===== config.mk =====
export PLATFORM = sky130hd
export DESIGN_NAME = intc_core
export DESIGN_NICKNAME = d
export VERILOG_FILES = /design/src/rtl/intc_pkg.sv /design/src/rtl/intc_sync.sv /design/src/rtl/intc_edge.sv /design/src/rtl/intc_portchg.sv /design/src/rtl/intc_dispatch.sv /design/src/rtl/intc_core.sv
export SDC_FILE = /design/constraint.sdc
export NUM_CORES = 1
export LEC_CHECK = 0
export BUFFER_PORTS_ARGS = -buffer_cell sky130_fd_sc_hd__buf_2
export CORE_MARGIN = 5
export CORE_UTILIZATION = 54
export CTS_CLUSTER_DIAMETER = 150
export DETAILED_ROUTE_END_ITERATION = 10
export GPL_TIMING_DRIVEN = 0
export PLACE_DENSITY = 0.87
export SLEW_MARGIN = 15
export SYNTH_ARGS = -nofsm -noshare
export SYNTH_HDL_FRONTEND = slang
export SYNTH_SLANG_ARGS = --single-unit

===== constraint.sdc =====
create_clock -name clk -period 3.64 [get_ports clk]
set_input_delay 0.728 -clock clk [delete_from_list [all_inputs] [get_ports clk]]
set_output_delay 0.728 -clock clk [all_outputs]
set_load 0.03 [all_outputs]

===== src/rtl/intc_pkg.sv =====
package intc_pkg;
  localparam int DW = 8;
  localparam int ADDR_CTL  = 0;
  localparam int ADDR_PFLG = 1;
  localparam int ADDR_PEN  = 2;
  localparam int ADDR_PORT = 3;
  localparam int ADDR_CFG  = 4;
  localparam int NCORE     = 3;
  localparam int NPERI     = 2;
  localparam int BIT_EN0   = 3;
  localparam int BIT_PEN   = 6;
  localparam int BIT_GIE   = 7;
endpackage


===== src/rtl/intc_sync.sv =====
module intc_sync #(
  parameter int W      = 1,
  parameter int STAGES = 2
) (
  input  logic         clk,
  input  logic         rst,
  input  logic [W-1:0] d,
  output logic [W-1:0] q
);
  logic [W-1:0] st [STAGES];

  always_ff @(posedge clk) begin
    if (rst) begin
      for (int i = 0; i < STAGES; i++) st[i] <= '0;
    end else begin
      st[0] <= d;
      for (int i = 1; i < STAGES; i++) st[i] <= st[i-1];
    end
  end

  assign q = st[STAGES-1];
endmodule


===== src/rtl/intc_edge.sv =====
module intc_edge (
  input  logic clk,
  input  logic rst,
  input  logic d,
  input  logic rise_sel,
  output logic evt
);
  logic prev;

  always_ff @(posedge clk) begin
    if (rst) prev <= 1'b0;
    else     prev <= d;
  end

  assign evt = rise_sel ? (d & ~prev) : (~d & prev);
endmodule


===== src/rtl/intc_portchg.sv =====
module intc_portchg #(
  parameter int W = 4
) (
  input  logic         clk,
  input  logic         rst,
  input  logic [W-1:0] d,
  input  logic         capture,
  output logic         evt
);
  logic [W-1:0] snap;

  always_ff @(posedge clk) begin
    if (rst)          snap <= '0;
    else if (capture) snap <= d;
  end

  assign evt = (d != snap);
endmodule


===== src/rtl/intc_dispatch.sv =====
module intc_dispatch (
  input  logic clk,
  input  logic rst,
  input  logic pend,
  input  logic irq_ack,
  input  logic ret_fie,
  input  logic gie_wr,
  input  logic gie_wval,
  input  logic sleep_mode,
  output logic gie,
  output logic irq_req,
  output logic nop_slot,
  output logic vec_load,
  output logic wake
);
  logic take, gie_drop;

  assign take     = irq_req & irq_ack;
  assign gie_drop = gie_wr & ~gie_wval;

  always_ff @(posedge clk) begin
    if (rst) begin
      gie      <= 1'b0;
      irq_req  <= 1'b0;
      nop_slot <= 1'b0;
      vec_load <= 1'b0;
      wake     <= 1'b0;
    end else begin
      if (take)         gie <= 1'b0;
      else if (ret_fie) gie <= 1'b1;
      else if (gie_wr)  gie <= gie_wval;
      irq_req  <= gie & pend & ~take & ~gie_drop;
      nop_slot <= gie & pend & ~take & gie_drop;
      vec_load <= take;
      wake     <= sleep_mode & pend;
    end
  end
endmodule


===== src/rtl/intc_core.sv =====
module intc_core #(
  parameter int          ADDR_W      = 3,
  parameter int          PORT_W      = 4,
  parameter int          SYNC_STAGES = 2,
  parameter int          PC_W        = 13,
  parameter logic [12:0] VECTOR      = 13'h0004,
  parameter bit          PAR_PORT_EN = 1'b1
) (
  input  logic              clk,
  input  logic              rst,
  input  logic [ADDR_W-1:0] bus_addr,
  input  logic              bus_wr,
  input  logic              bus_rd,
  input  logic [7:0]        bus_wdata,
  output logic [7:0]        bus_rdata,
  input  logic              ext_pin,
  input  logic              tmr_ovf,
  input  logic [PORT_W-1:0] port_pins,
  input  logic              cmp_evt,
  input  logic              pp_evt,
  input  logic              sleep_mode,
  input  logic              irq_ack,
  input  logic              ret_fie,
  output logic              irq_req,
  output logic              nop_slot,
  output logic              vec_load,
  output logic [PC_W-1:0]   vec_addr,
  output logic              wake
);
  import intc_pkg::*;

  localparam logic [NPERI-1:0] PMASK = PAR_PORT_EN ? 2'b11 : 2'b01;

  logic [NCORE-1:0] cflag_q, cen_q;
  logic [NPERI-1:0] pflag_q, pen_q;
  logic             peri_en_q, rise_q, gie_q;
  logic             ext_s, ext_evt, port_evt, pp_set;
  logic [PORT_W-1:0] port_s;
  logic             sel_ctl, sel_pflg, sel_pen, sel_port, sel_cfg;
  logic             pend;
  logic [NCORE-1:0] core_set;
  logic [NPERI-1:0] peri_set;

  assign sel_ctl  = (bus_addr == ADDR_W'(ADDR_CTL));
  assign sel_pflg = (bus_addr == ADDR_W'(ADDR_PFLG));
  assign sel_pen  = (bus_addr == ADDR_W'(ADDR_PEN));
  assign sel_port = (bus_addr == ADDR_W'(ADDR_PORT));
  assign sel_cfg  = (bus_addr == ADDR_W'(ADDR_CFG));

  intc_sync #(.W(1), .STAGES(SYNC_STAGES)) u_ext_sync (
    .clk(clk), .rst(rst), .d(ext_pin), .q(ext_s));

  intc_edge u_ext_edge (
    .clk(clk), .rst(rst), .d(ext_s), .rise_sel(rise_q), .evt(ext_evt));

  intc_sync #(.W(PORT_W), .STAGES(SYNC_STAGES)) u_port_sync (
    .clk(clk), .rst(rst), .d(port_pins), .q(port_s));

  intc_portchg #(.W(PORT_W)) u_portchg (
    .clk(clk), .rst(rst), .d(port_s), .capture(bus_rd & sel_port),
    .evt(port_evt));

  generate
    if (PAR_PORT_EN) begin : g_pp
      assign pp_set = pp_evt;
    end else begin : g_no_pp
      assign pp_set = 1'b0;
    end
  endgenerate

  assign core_set = {port_evt, tmr_ovf, ext_evt};
  assign peri_set = {pp_set, cmp_evt};

  always_ff @(posedge clk) begin
    if (rst) begin
      cflag_q   <= '0;
      cen_q     <= '0;
      peri_en_q <= 1'b0;
      pflag_q   <= '0;
      pen_q     <= '0;
      rise_q    <= 1'b1;
    end else begin
      cflag_q <= ((bus_wr && sel_ctl) ? bus_wdata[NCORE-1:0] : cflag_q) | core_set;
      pflag_q <= (((bus_wr && sel_pflg) ? bus_wdata[NPERI-1:0] : pflag_q) | peri_set) & PMASK;
      if (bus_wr && sel_ctl) begin
        cen_q     <= bus_wdata[BIT_EN0 +: NCORE];
        peri_en_q <= bus_wdata[BIT_PEN];
      end
      if (bus_wr && sel_pen) pen_q  <= bus_wdata[NPERI-1:0] & PMASK;
      if (bus_wr && sel_cfg) rise_q <= bus_wdata[0];
    end
  end

  assign pend = (|(cflag_q & cen_q)) | (peri_en_q & (|(pflag_q & pen_q)));

  intc_dispatch u_disp (
    .clk(clk), .rst(rst), .pend(pend), .irq_ack(irq_ack), .ret_fie(ret_fie),
    .gie_wr(bus_wr & sel_ctl), .gie_wval(bus_wdata[BIT_GIE]),
    .sleep_mode(sleep_mode), .gie(gie_q), .irq_req(irq_req),
    .nop_slot(nop_slot), .vec_load(vec_load), .wake(wake));

  always_ff @(posedge clk) begin
    if (rst) begin
      bus_rdata <= '0;
    end else if (bus_rd) begin
      bus_rdata <= '0;
      if (sel_ctl)  bus_rdata <= {gie_q, peri_en_q, cen_q, cflag_q};
      if (sel_pflg) bus_rdata <= {{(DW-NPERI){1'b0}}, pflag_q};
      if (sel_pen)  bus_rdata <= {{(DW-NPERI){1'b0}}, pen_q};
      if (sel_port) bus_rdata <= {{(DW-PORT_W){1'b0}}, port_s};
      if (sel_cfg)  bus_rdata <= {{(DW-1){1'b0}}, rise_q};
    end
  end

  assign vec_addr = VECTOR[PC_W-1:0];
endmodule


==> metrics, run 1 <==
outcome=completed; Post-Route Setup TNS=0 ns; Synth area leader=dfxtp_1; share of cells above drive strength 1=0.296; Synth Warn #=0; Primary FF master, synth=dfxtp_1; die area=4400 µm²; Buf/Inv on CP=1; Final period util=0.455; Hold-fix buffers, CTS=0; WL per Instance=12.7 µm; DR iter-0 viols=67; remaining routing DRC violations=0; #FFs+latches synth=40; Area after DPL=1990 µm²; CORE AREA=3050 µm²; Final WS setup=1.98 ns; CP Depth=1; first-pass GRT wire length=5.42 mm; setup violators final=0; Die X=66.3 µm; Worst Reg-to-Reg Cells=3; fin util=0.670; CP Capture Type=output pin; Die H=66.3 µm; pre-CTS worst setup slack=1.64 ns; Leakage=0.954 nW; Final Wtd Congestion=0.792; Clock Path Buffers=2; Remaining Overflow, GRT=0; Hold Vio Cnt, Final=0; Antenna Cells=0; Final Total Pwr=0.798 mW; top-count cell post-synth=dfxtp_1; H-tree Lvls=2; fin crit period=1.66 ns; Synth top area share=0.467; router iterations before antenna repair=4; RSZ-0062 raised after global routing=false; Mapped Cells=169; Synth area leaders=dfxtp_1 47%, mux2i_1 8.8%, nor2b_1 6.2%; Vias=1,319; CP top delay family=flip-flops; Arr. time, crit path=0.93 ns; # fillers=277; I/O pin total=51; Antenna Nets Post-Route=0; vias in the first global route=1,200; Post-synth ARST share=0; gr usage total=0.167; post-cts resize count=0; Core Rows=20; synthesized area=1710 µm²; final instance area=2050 µm²; Commonest cells post-synth=40 x dfxtp_1, 18 x nor2_1, 17 x nor2b_1, 15 x mux2i_1, 13 x buf_4; initial antenna violation count=0; CTS Root Cell=clkbuf_4; number of clock sinks=40; maximum vdd drop=0.298 mV; max cap viols=0; Worst-path clk slew=0.12 ns; Startpoint Class=flip-flop; Detailed Place HPWL=2.51 mm; Pwr Density=390 nW/µm²; largest net degree at the start of global routing=13; clock tree from TritonCTS=done; vias per cell=4.94; port bufs=35; crit path cell chain=buf_2; Max Slew Vio Count=0; Initial Utilization=0.561; Routed WL=3.38 mm; Worst-Skew Late Latency=0.36 ns; number of buffers created by CTS=5; Multi-input gate area=788 µm²; Req. time, crit path=2.91 ns; FF+latch area=801 µm²; CP Class=flip-flop to output pin; Final nets=248; hold crit path type=flip-flop to flip-flop; sequential element share of the synthesized area=0.467; worst hold stages=1; Slowest-stage cell, CP=dfxtp_1; Hold WS=0.441 ns; total setup buffers inserted after CTS=0; mean post-synth cell area=10.1 µm²; Netlist cell types=40; Placed Cells=259; Critical Path Fanout Max=2; Max Clock Freq=604 MHz; EDFF count, synth=0; final setup skew=0.0113 ns; fin cells=267; worst stage delay on the critical path=0.37 ns; Synth-to-Final Area Change=19.4%
cell type report:
cell class,instances,share of cell area
plain buffers,22,0.0758
clock buffers,6,0.0251
clock inverters,2,0.00489
inverters,3,0.00550
multi-input cells,115,0.385
flip-flops and latches,40,0.391
well taps,44,0.0269
repair buffers,35,0.0856
layout by cell type, fill, tap and decap left out, types with 2 or more instances in the layout:
| master | netlist | final |
|---|---|---|
| buf_2 | 1 | 36 |
| a21oi_1 | 12 | 12 |
| conb_1 | 2 | 13 |
| buf_1 | 2 | 2 |
| inv_1 | 3 | 3 |
| buf_4 | 13 | 13 |
| a31oi_1 | 2 | 2 |
| xor2_1 | 4 | 4 |
| nor2_1 | 18 | 18 |
| nand2_1 | 2 | 2 |
| nor4b_2 | 2 | 2 |
| nor2b_1 | 17 | 17 |
| clkbuf_4 | 0 | 5 |
| dfxtp_1 | 40 | 40 |
| nand2b_1 | 3 | 3 |
| buf_6 | 3 | 3 |
| clkinv_2 | 0 | 2 |
| o21ai_0 | 2 | 2 |
| mux2i_1 | 15 | 15 |
| nor3b_1 | 3 | 3 |
| clkbuf_1 | 3 | 3 |
| and3_1 | 2 | 2 |
flip-flops by register name (all words and copies together) (netlist names):
signal           cells
bus_rdata            8
cen_q                3
cflag_q              3
pen_q                2
peri_en_q            1
pflag_q              2
rise_q               1
u_disp.gie           1
u_disp.irq_req       1
u_disp.nop_slot      1
u_disp.vec_load      1
u_disp.wake          1
u_ext_edge.prev      1
u_ext_sync.st        2
u_port_sync.st       8
u_portchg.snap       4
kinds of logic (layout without fill, tap and decap cells):
| kind of cell | after synthesis | after routing | synth area share |
|---|---|---|---|
| compound gates | 22 | 22 | 0.0774 |
| xor+xnor | 4 | 4 | 0.0204 |
| buf+inv | 25 | 68 | 0.0971 |
| flops | 40 | 40 | 0.467 |
| mux | 18 | 18 | 0.123 |
| other cells | 2 | 13 | 0.00438 |
| simple gates | 58 | 58 | 0.211 |
worst paths after layout:
check                                       endpoint                 start  slack, ns
worst max-delay path                    bus_rdata[0]          bus_rdata[0]       1.98
worst max register to register           u_disp.wake            cflag_q[2]       2.26
worst min register to register  u_port_sync.st[0][5]  u_port_sync.st[0][1]       0.44
worst min-delay path            u_port_sync.st[0][5]  u_port_sync.st[0][1]       0.44
where the power goes:
group | internal, mW | total, mW | leakage [nW] | switching (mW)
combinational | 0.0444 | 0.100 | 0.589 | 0.0560
sequential | 0.452 | 0.461 | 0.327 | 0.00926
clock | 0.0919 | 0.236 | 0.0380 | 0.144
layer usage:
| layer | wire length (µm) | GRT usage |
|---|---|---|
| met1 | 1510 | 0.205 |
| met2 | 1510 | 0.261 |
| met3 | 303 | 0.0561 |
| met4 | 60 | 0.0761 |
| met5 | 0 | 0 |
(Power assumes the default switching activity.)
==> run 2, diff against run 1 <==
- ABC_AREA: not set -> 1
- CORE_UTILIZATION: 54 -> 51
- PLACE_DENSITY: 0.87 -> 0.83
- clock period: 3.64 -> 1.7 ns (I/O delays scaled with it)
==> run 2 against run 1 <==
Non-clock buffer count is 3 lower; sequential share of layout area is 1.5 points lower; sequential power is 120% higher; wire length is 7.2% higher; via count is 18% higher; worst setup slack worse by 1.5 ns; critical path type unchanged; highest routed layer unchanged.
==> metrics, run 2 <==
outcome=completed; hold crit path type=primary input to flip-flop; Detailed Place HPWL=2.77 mm (+11%); total setup buffers inserted after CTS=0 (unchanged); Mapped Cells=237 (+40%); share of cells above drive strength 1=0.230 (-0.0657); commonest non-fill, non-tap cells in the layout=40 x dfxtp_1, 36 x nand2_1, 36 x inv_1; mean post-synth cell area=7.45 µm² (-27%); reg2reg end=u_disp.nop_slot; number of buffers created by CTS=5 (unchanged); multiplexer share of the synthesized area=0 (-0.123); Req. time, crit path=1.36 ns (-1.55 ns); Hold Vio Cnt, Final=0 (unchanged); r2r setup slk=0.64 ns (-1.62 ns); CP top delay family=flip-flops; die area=4740 µm² (+7.7%); Net Sw Frac=0.262 (-0.000897); worst stage delay on the critical path=0.35 ns (-0.02 ns); initial antenna violation count=0 (unchanged); first-pass GRT wire length=5.95 mm (+9.8%); CP Class=flip-flop to output pin; Internal Power=1.43 mW (+140%); Worst Reg-to-Reg Cells=6 (+3); vias per cell=4.61 (-6.8%); clock share of power=0.345 (+0.049); port bufs=35 (unchanged); maximum vdd drop=0.602 mV (+100%); biggest regs=bus_rdata (8), u_port_sync.st (8), u_portchg.snap (4); Antenna Nets Post-Route=0 (unchanged); CTS Root Cell=clkbuf_4; Core Rows=21 (+5.0%); sequential element share of the synthesized area=0.454 (-0.0136); Initial Utilization=0.529 (-0.0324); remaining routing DRC violations=0 (unchanged); max cap viols=0 (unchanged); Startpoint Class=flip-flop; Final nets=316 (+27%); Netlist cell types=26 (-35%); setup violators final=0 (unchanged); H-tree Lvls=2 (unchanged); Critical Path Fanout Max=2 (unchanged); WL per Instance=10.8 µm (-15%); Remaining Overflow, GRT=0 (unchanged); CORE AREA=3340 µm² (+9.3%); final setup skew=0.0163 ns (+0.00501 ns); Synth top area share=0.454 (-0.0136); DR iter-0 viols=85 (+27%); Clock Path Buffers=2 (unchanged); Max Slew Vio Count=0 (unchanged); Commonest cells post-synth=40 x dfxtp_1, 36 x inv_1, 36 x nand2_1, 31 x nor2_1, 23 x o21ai_0; worst hold stages=3 (+2); number of clock sinks=40 (unchanged); Slowest-stage cell, CP=dfxtp_1; Primary FF master, synth=dfxtp_1; adder-cell share of the synthesized area=0 (unchanged); fin crit period=1.25 ns; Worst-Skew Late Latency=0.35 ns (about the same); Synth-to-Final Area Change=20.6%; fin util=0.638 (-0.0323); RSZ-0062 raised after global routing=false; Routed WL=3.63 mm (+7.2%); top-count cell post-synth=dfxtp_1; Arr. time, crit path=0.91 ns (-0.02 ns); gr usage total=0.171 (+0.00419); Sequential Power Share=0.517 (-0.061); worst hold endpoint=u_port_sync.st[0][2]; post-cts resize count=0 (unchanged); Post-synth ARST share=0 (unchanged); complex-gate fraction of the synthesized area=0.140 (+0.0630); vias in the first global route=1,413 (+18%); Synth area leaders=dfxtp_1 45%, inv_1 7.7%, nand2_1 7.7%; Synth Area in Simple Gates=0.230 (+0.0187); Pwr Density=908 nW/µm² (+130%); I/O pin total=51 (unchanged); Die X=68.8 µm (+3.8%); # fillers=320 (+16%); sw power=0.506 mW (+140%); Area after DPL=2040 µm² (+2.7%); final instance area=2130 µm² (+4.0%); Final Wtd Congestion=0.852 (+7.6%); largest net degree at the start of global routing=14 (+1); commonest non-fill, non-tap cell in the layout=dfxtp_1; Leakage=1.08 nW (+13%); Multi-input gate area=719 µm² (-8.7%); FF+latch area=801 µm² (unchanged); EDFF count, synth=0 (unchanged); Post-Route Setup TNS=0 ns (unchanged); CP Capture Type=output pin; XOR/XNOR Fraction of Synth Area=0.00992 (-0.0105); Buf/Inv on CP=1 (unchanged); Hold-fix buffers, CTS=0 (unchanged); largest family of logic cells by synthesized area=simple AND/OR/NAND/NOR gates; Synth area leader=dfxtp_1; Vias=1,552 (+18%); Synth Warn #=0 (unchanged); synthesized area=1770 µm² (+3.0%); Antenna Cells=0 (unchanged); Final Total Pwr=1.93 mW (+140%); Final period util=0.735; Max Clock Freq=801 MHz; r2r startpoint=pen_q[1]; clock tree from TritonCTS=done; Worst-path clk slew=0.13 ns (about the same); crit path cell chain=buf_2; Comb pwr share=0.137 (+0.011); Die H=68.8 µm (+3.8%); hold_sp=port_pins[2]; router iterations before antenna repair=5 (+1); #FFs+latches synth=40 (unchanged)
==> run 2: worst max path at each step <==
stage / end / cells after the start / from
2_1_floorplan: cflag_q[1] / 9 / bus_addr[0]
3_3_place_gp: u_disp.nop_slot / 7 / rst
3_5_place_dp: u_disp.irq_req / 7 / rst
4_1_cts: bus_rdata[4] / 1 / bus_rdata[4]
5_1_grt: bus_rdata[4] / 1 / bus_rdata[4]
6_report: bus_rdata[4] / 1 / bus_rdata[4]
==> run 2: cell type report <==
class                      instances  share of cell area
sequential                        40               0.376
multi-input combinational        150               0.338
timing repair buffer              35              0.0823
inverter                          39              0.0711
buffer                            19              0.0635
tap                               46              0.0270
clock buffer                       6              0.0241
clock inverter                     2              0.0182
==> run 2: metrics by stage <==
stage	hold WS [ns]	worst slack (ns)	std cells
3_3_place_gp	0.391	0.380	329
6_report	0.171	0.451	337
4_1_cts	0.169	0.444	337
2_1_floorplan	0.388	0.505	248
3_5_place_dp	0.393	0.357	329
5_1_grt	0.163	0.402	337
==> run 2: logic make-up (layout without fill, tap and decap cells) <==
| logic type | Yosys count | after routing |
|---|---|---|
| buf+inv | 58 | 101 |
| simple gates | 87 | 87 |
| compound gates | 48 | 48 |
| other cells | 2 | 13 |
| xor+xnor | 2 | 2 |
| flops | 40 | 40 |
==> run 2: power groups by stage <==
| stage | logic [mW] | registers [mW] | clock network (mW) |
|---|---|---|---|
| finish | 0.265 | 1.00 | 0.667 |
| floorplan | 0.177 | 1.03 | 0 |
| global route | 0.297 | 1.01 | 0.713 |
| CTS | 0.265 | 1.00 | 0.673 |
| global placement | 0.258 | 1.02 | 0 |
| detailed placement | 0.264 | 1.02 | 0 |
==> run 2: layer usage <==
layer | global-route usage | vias up | wire (µm)
li1 | - | 823 | -
met1 | 0.224 | 671 | 1670
met2 | 0.268 | 53 | 1660
met3 | 0.0405 | 5 | 257
met4 | 0.0730 | 0 | 40
met5 | 0 | - | 0
==> run 3, diff against run 2 <==
- CORE_UTILIZATION: 51 -> 46
- PLACE_DENSITY: 0.83 -> 0.79
- clock period: 1.7 -> 1 ns (I/O delays scaled with it)
==> run 3 against run 2 <==
Combinational power rose by 80%; global-route usage fell by 2.1 points; via count rose by 1.3%; hold slack got worse by 0.071 ns; register-to-register slack got worse by 0.58 ns; cell count rose by 0.89%; utilization fell by 2.3 points; critical path type unchanged; sequential share of layout area fell by 1.5 points; largest power group unchanged; highest routed layer unchanged; sequential power rose by 71%.
==> metrics, run 3 (same netlist as run 2, synthesis figures left out) <==
outcome=completed; Die H=72.0 µm (+4.5%); CP Class=flip-flop to output pin; I/O pin total=51 (unchanged); Final Total Pwr=3.47 mW (+79%); Initial Utilization=0.479 (-0.0504); Final WS setup=0.0402 ns (-0.411 ns); remaining routing DRC violations=0 (unchanged); worst stage delay on the critical path=0.34 ns (about the same); gr usage total=0.150 (-0.0212); Clock Path Buffers=2 (unchanged); Buf/Inv on CP=1 (unchanged); hold_sp=rst; Multi-input gate area=739 µm² (+2.8%); Antenna Cells=0 (unchanged); fin crit period=0.960 ns; port bufs=35 (unchanged); Max Slew Vio Count=0 (unchanged); die area=5180 µm² (+9.3%); WL per Instance=11.2 µm (+4.0%); initial antenna violation count=0 (unchanged); commonest non-fill, non-tap cells in the layout=35 x inv_1, 34 x nand2_1, 28 x nor2_1; setup violators final=0 (unchanged); RSZ-0062 raised after global routing=true; Core Rows=22 (+4.8%); clock tree from TritonCTS=done; Arr. time, crit path=0.76 ns (-0.15 ns); Hold WS=0.0995 ns (-0.0712 ns); hold crit path type=primary input to flip-flop; Routed WL=3.81 mm (+5.0%); Max Clock Freq=1040 MHz; fin util=0.615 (-0.0232); Area after DPL=2040 µm² (+0.12%); CORE AREA=3690 µm² (+11%); pre-CTS worst setup slack=-0.210 ns (-0.568 ns); biggest regs=bus_rdata (8), u_port_sync.st (8), u_portchg.snap (4); CP Capture Type=output pin; # fillers=351 (+9.7%); Detailed Place HPWL=2.88 mm (+3.7%); number of clock sinks=40 (unchanged); Antenna Nets Post-Route=0 (unchanged); Worst-Skew Late Latency=0.29 ns (-0.06 ns); Final Wtd Congestion=0.809 (-5.1%); final setup skew=0.00403 ns (-0.0122 ns); number of buffers created by CTS=5 (unchanged); share of cells above drive strength 1=0.315 (+0.0848); Critical Path Fanout Max=2 (unchanged); Die X=72.0 µm (+4.5%); Final nets=317 (+0.32%); final instance area=2270 µm² (+6.5%); commonest non-fill, non-tap cell in the layout=inv_1; Setup crit start=u_disp.irq_req; largest net degree at the start of global routing=14 (unchanged); r2r startpoint=u_port_sync.st[0][5]; Pwr Density=1530 nW/µm² (+68%); FF+latch area=820 µm² (+2.3%); Leakage=1.11 nW (+2.6%); max cap viols=0 (unchanged); vias in the first global route=1,386 (-1.9%); Slowest-stage cell, CP=dfxtp_2; Startpoint Class=flip-flop; Req. time, crit path=0.80 ns (-0.56 ns); router iterations before antenna repair=4 (-1); vias per cell=4.62 (+0.39%); Synth-to-Final Area Change=28.5%; first-pass GRT wire length=6.09 mm (+2.3%); Remaining Overflow, GRT=0 (unchanged); Final period util=0.960; crit path cell chain=buf_6; Hold Vio Cnt, Final=0 (unchanged); Worst-path clk slew=0.08 ns (-0.05 ns); CTS Root Cell=clkbuf_8; Vias=1,572 (+1.3%); DR iter-0 viols=58 (-32%); CP top delay family=flip-flops; H-tree Lvls=2 (unchanged); maximum vdd drop=1.13 mV (+88%)
==> run 3: cell count changes in the layout (fill, tap and decap cells not counted), sizes merged <==
cell | previous run | this run
clkinvlp | 0 | 1
==> run 3: report_power, final <==
| part | switching, mW | internal, mW | leakage (nW) |
|---|---|---|---|
| clock network | 0.542 | 0.738 | 0.0541 |
| logic | 0.293 | 0.184 | 0.719 |
| registers | 0.0427 | 1.67 | 0.334 |
==> run 3: per-layer routing <==
| metal | wire, µm | track usage |
|---|---|---|
| met1 | 1670 | 0.183 |
| met3 | 295 | 0.0457 |
| met5 | 0 | 0 |
| met4 | 60 | 0.0689 |
| met2 | 1780 | 0.242 |
==> run 3: metrics by stage <==
stage	cells	setup TNS, ns
5_1_grt	340	-0.131
4_1_cts	339	0
6_report	340	0
3_5_place_dp	331	-2.97
2_1_floorplan	248	-0.129
3_3_place_gp	331	-2.31
==> run 3: area by class of cell <==
class,count,share of cell area
inverter,39,0.0667
buffer,19,0.0601
clock inverter,3,0.0188
sequential,40,0.361
timing repair buffer,36,0.110
clock buffer,5,0.0303
multi-input combinational,150,0.326
tap,48,0.0265
==> run 3: path summary, 6_finish.rpt <==
check,endpoint,slack (ns),cells after the start
worst min-delay path,cflag_q[0],0.1,2
worst max register to register,cflag_q[2],0.06,5
worst max-delay path,irq_req,0.04,1
worst min register to register,u_ext_sync.st[0][1],0.40,2
==> run 3: timing repair <==
item | 4_1_cts | 5_1_grt
resized for setup | 16 | 33
buffers inserted | 0 | 1
hold buffers | 0 | 0
endpoints found under the setup margin | 14 | 16
pin swaps | 0 | 4
